==> src/rtl/gdb_pkg.sv <==
package gdb_pkg;
  // Width of the sampling-rate code.
  localparam int GDB_CODE_W = 4;
  // Counter wide enough for the longest period, 2^(2^CODE_W - 1).
  localparam int GDB_CNT_W  = (1 << GDB_CODE_W) - 1;

  typedef logic [GDB_CODE_W-1:0] gdb_code_t;
  typedef logic [GDB_CNT_W-1:0]  gdb_cnt_t;

  typedef enum logic {
    GDB_SRC_SYS  = 1'b0,
    GDB_SRC_SLOW = 1'b1
  } gdb_src_e;

  // Mask of the low 'code' bits of the counter.
  function automatic gdb_cnt_t gdb_phase_mask(gdb_code_t code);
    gdb_cnt_t ones;
    ones = '1;
    return ~(ones << code);
  endfunction
endpackage

==> src/rtl/gdb_clk_gate.sv <==
module gdb_clk_gate
  import gdb_pkg::*;
#(
  parameter int NUM_PINS = 8
) (
  input  logic                ctrl_clk_en,
  input  logic                sleep,
  input  logic                ctrl_src_sel,
  input  logic                slow_tick,
  input  logic [NUM_PINS-1:0] int_en,
  output logic                samp_run,
  output logic                samp_adv
);
  logic any_irq;
  logic sw_on;
  logic src_step;

  always_comb begin
    any_irq = |int_en;
    // The software enable counts only while awake.
    sw_on   = ctrl_clk_en & ~sleep;
    samp_run = any_irq | sw_on;
  end

  always_comb begin
    unique case (gdb_src_e'(ctrl_src_sel))
      GDB_SRC_SYS:  src_step = 1'b1;
      GDB_SRC_SLOW: src_step = slow_tick;
      default:      src_step = 1'b0;
    endcase
    samp_adv = samp_run & src_step;
  end
endmodule

==> src/rtl/gdb_strobe_gen.sv <==
module gdb_strobe_gen
  import gdb_pkg::*;
(
  input  logic      clk,
  input  logic      rst_n,
  input  logic      samp_adv,
  input  gdb_code_t ctrl_code,
  output logic      samp_stb,
  output gdb_cnt_t  samp_cnt
);
  gdb_cnt_t phase_mask;
  logic     phase_zero;

  always_comb begin
    phase_mask = gdb_phase_mask(ctrl_code);
    phase_zero = ((samp_cnt & phase_mask) == '0);
    samp_stb   = samp_adv & phase_zero;
  end

  // Free-running counter; holds while the sampling clock is gated.
  always_ff @(posedge clk) begin
    if (!rst_n) begin
      samp_cnt <= '0;
    end else if (samp_adv) begin
      samp_cnt <= samp_cnt + 1'b1;
    end
  end
endmodule

==> src/rtl/gdb_pin_filter.sv <==
module gdb_pin_filter (
  input  logic clk,
  input  logic rst_n,
  input  logic pin_stb,
  input  logic raw_lvl,
  output logic db_lvl
);
  logic hist_lvl;

  always_ff @(posedge clk) begin
    if (!rst_n) begin
      hist_lvl <= 1'b0;
      db_lvl   <= 1'b0;
    end else if (pin_stb) begin
      hist_lvl <= raw_lvl;
      if (raw_lvl == hist_lvl) begin
        db_lvl <= raw_lvl;
      end
    end
  end
endmodule

==> src/rtl/gdb_debounce_top.sv <==
module gdb_debounce_top
  import gdb_pkg::*;
#(
  parameter int NUM_PINS = 8
) (
  input  logic                  clk,
  input  logic                  rst_n,
  input  logic [GDB_CODE_W-1:0] ctrl_code,
  input  logic                  ctrl_src_sel,
  input  logic                  ctrl_clk_en,
  input  logic                  slow_tick,
  input  logic                  sleep,
  input  logic [NUM_PINS-1:0]   int_en,
  input  logic [NUM_PINS-1:0]   pin_raw,
  output logic [NUM_PINS-1:0]   pin_db
);
  logic     samp_run;
  logic     samp_adv;
  logic     samp_stb;
  gdb_cnt_t samp_cnt;

  gdb_clk_gate #(.NUM_PINS(NUM_PINS)) gate_i (
    .ctrl_clk_en  (ctrl_clk_en),
    .sleep        (sleep),
    .ctrl_src_sel (ctrl_src_sel),
    .slow_tick    (slow_tick),
    .int_en       (int_en),
    .samp_run     (samp_run),
    .samp_adv     (samp_adv)
  );

  gdb_strobe_gen strobe_i (
    .clk       (clk),
    .rst_n     (rst_n),
    .samp_adv  (samp_adv),
    .ctrl_code (ctrl_code),
    .samp_stb  (samp_stb),
    .samp_cnt  (samp_cnt)
  );

  for (genvar p = 0; p < NUM_PINS; p++) begin : g_pin
    gdb_pin_filter filt_i (
      .clk     (clk),
      .rst_n   (rst_n),
      .pin_stb (samp_stb & int_en[p]),
      .raw_lvl (pin_raw[p]),
      .db_lvl  (pin_db[p])
    );
  end
endmodule

==> config.mk <==
export PLATFORM = sky130hd
export DESIGN_NAME = gdb_debounce_top
export DESIGN_NICKNAME = d
export VERILOG_FILES = /design/src/rtl/gdb_pkg.sv /design/src/rtl/gdb_clk_gate.sv /design/src/rtl/gdb_strobe_gen.sv /design/src/rtl/gdb_pin_filter.sv /design/src/rtl/gdb_debounce_top.sv
export SDC_FILE = /design/constraint.sdc
export NUM_CORES = 1
export LEC_CHECK = 0
export ABC_AREA = 1
export BUFFER_PORTS_ARGS = -buffer_cell sky130_fd_sc_hd__buf_2
export CORE_AREA = 2 2 70 72
export DETAILED_ROUTE_END_ITERATION = 16
export DIE_AREA = 0 0 72 74
export HOLD_SLACK_MARGIN = 0.06
export SKIP_CTS_REPAIR_TIMING = 1
export SLEW_MARGIN = 20
export SYNTH_ARGS = -nofsm -noshare
export SYNTH_HDL_FRONTEND = slang
export SYNTH_HIERARCHICAL = 1
export SYNTH_SLANG_ARGS = --single-unit
export TNS_END_PERCENT = 100
==> constraint.sdc <==
create_clock -name clk -period 2 [get_ports clk]
set_clock_uncertainty 0.15 [all_clocks]
set_input_delay 0 -clock clk [delete_from_list [all_inputs] [get_ports clk]]
set_output_delay 0 -clock clk [all_outputs]
set_load 0.01 [all_outputs]
==> qor.txt <==
reg2reg start = strobe_i/samp_cnt[3]$_SDFFE_PN0P_
Setup TNS Final = 0 ps
share of cells above drive strength 1 = 20.3%
crit path DAT = 1770 ps
Finished Layout Cells = 408
total gr overflow = 0
I/O Buffers = 33
total power draw = 1.49 mW
fin crit share = 85.4%
multi-input logic area = 926 um2
WL/cell = 9.44 um
DR pass1 iterations = 4
Final setup viols = 0
Min-Delay Path Class = primary input to register
RSZ-0062 raised after global routing = false
slew margin rel. = 75.7%
min Tclk post-route = 1710 ps
class of the most critical setup path = register to register
drt total wl = 3850 um
TritonCTS clock tree = built
reg2reg path depth = 13
vias = 1823
worst-margin pin slew = 364 ps
crit start category = register
FF-to-FF End = g_pin[5].filt_i/db_lvl$_SDFFE_PN0P_
cts bufs inserted = 5
pwr/cell area = 648 nW/um2
clk slew on worst S/H paths = 70 ps
reg-to-reg slack, setup = 290 ps
Avg Inst Size Synth = 6.02 um2
Synth-to-Final Area Change = 26.8%
number of antenna violations at the first check in global routing = 0
end of the critical path = g_pin[5].filt_i/db_lvl$_SDFFE_PN0P_
initial core utilization = 39.4%
pins over their slew limit = 0
Sink Count = 31
Final nets = 380
fillcell total = 477
CTS root buf = clkbuf_8
antenna viol nets, final = 0
Iteration-0 DRC Markers = 71
Hold Vio Cnt, Final = 0
outcome = finished clean
Req. time, crit path = 2070 ps
storage element area = 621 um2
CTS Buffer Depth = 2
global-route wire length before repair = 6930 um
Clk Latency, worst-skew pair = 280 ps
CP Capture Type = register
Pleak = 1.18 nW
total track usage = 16.2%
Die Height = 74 um
# H-tree levels = 2
vias in the first global route = 1732
Net Count, Synth = 328
maximum VDD drop = 0.279 mV
DRC = 0
crit path launch = strobe_i/samp_cnt[3]$_SDFFE_PN0P_
n_diodes = 0
Post-Syn Area = 1810 um2
Synth Warn # = 6
Cell Count Post-Placement = 385
Core Region = 4600 um2
die width = 72 um
Syn Inst Count = 301
final core utilization = 50.0%
largest net degree at the start of global routing = 21
Routability Congestion = 0.838
Top Ports = 34
Rows = 25
max-cap viol count = 0
hpwl dp = 2930 um
Worst Path Max Fanout = 8
Fmax = 586 MHz
Vias/cell = 4.47
die area = 5330 um2
-- placed cells by master, fill, tap and decap left out, types with 2 or more instances in the layout --
master,instances
a21oi_1,10
o21ai_0,10
a21oi_2,8
nor2_2,2
dfxtp_1,31
nand2_2,8
buf_2,33
inv_2,8
clkbuf_8,6
nor2_4,2
dlygate4sd3_1,15
nand4_1,3
nand2_1,88
nand3_1,11
nor2_1,50
nor3_1,4
inv_1,57
-- registers in the layout, summed over array words and instances, names as in the netlist --
name                   count
strobe_i/samp_cnt         15
g_pin.filt_i/hist_lvl      8
g_pin.filt_i/db_lvl        8
-- report_power, final --
group	internal (mW)	total, mW	switching [mW]	leakage (nW)
logic	0.0864	0.210	0.123	0.865
registers	0.635	0.646	0.0103	0.251
clock network	0.403	0.634	0.231	0.0612
-- through the flow --
stage               instance area, um2  hold slack [ps]  setup slack, ps
finish                            2300             8.61              293
global route                      2300             61.9              107
CTS                               2150             -117              321
detailed placement                2030              178              301
global placement                  2030              174              304
floorplan                         1810            -11.6              524
-- layout make-up --
class | instances | area share (%)
Clock inverter | 2 | 1.52
Timing Repair Buffer | 49 | 14.0
Inverter | 65 | 10.6
Clock buffer | 6 | 3.59
Multi-Input combinational cell | 201 | 40.3
Sequential cell | 31 | 27.0
Tap cell | 54 | 2.94
-- routing by layer --
layer	track usage (%)	vias to the layer above	wire length (um)	share of wire [%]
met1	19.8	787	1830	48
met3	4.34	2	178	4.6
met2	29.0	35	1820	47
li1	-	999	-	-
met4	3.14	0	15	0.39
met5	0	-	0	0
-- worst max-delay path: stages (launching register included) --
cell	delay (ps)
dfxtp_1	340
o21ai_0	90
nand2_1	70
nor2_1	100
nand2_1	50
nor2_1	100
nand2_1	60
inv_1	210
nand2_1	110
inv_1	100
nand2_1	70
inv_2	60
nand2_2	40
a21oi_2	100
-- how the worst min path moves through the flow --
stage,from,endpoint,depth (start not counted)
3_3_place_gp,pin_raw[5],g_pin[5].filt_i/hist_lvl$_SDFFE_PN0P_,5
5_1_grt,int_en[4],g_pin[4].filt_i/hist_lvl$_SDFFE_PN0P_,6
2_1_floorplan,rst_n,strobe_i/samp_cnt[5]$_SDFFE_PN0P_,2
4_1_cts,pin_raw[7],g_pin[7].filt_i/hist_lvl$_SDFFE_PN0P_,5
3_5_place_dp,pin_raw[0],g_pin[0].filt_i/hist_lvl$_SDFFE_PN0P_,5
6_report,int_en[4],g_pin[4].filt_i/hist_lvl$_SDFFE_PN0P_,6
Note: power is estimated with default switching activity, not from simulation.
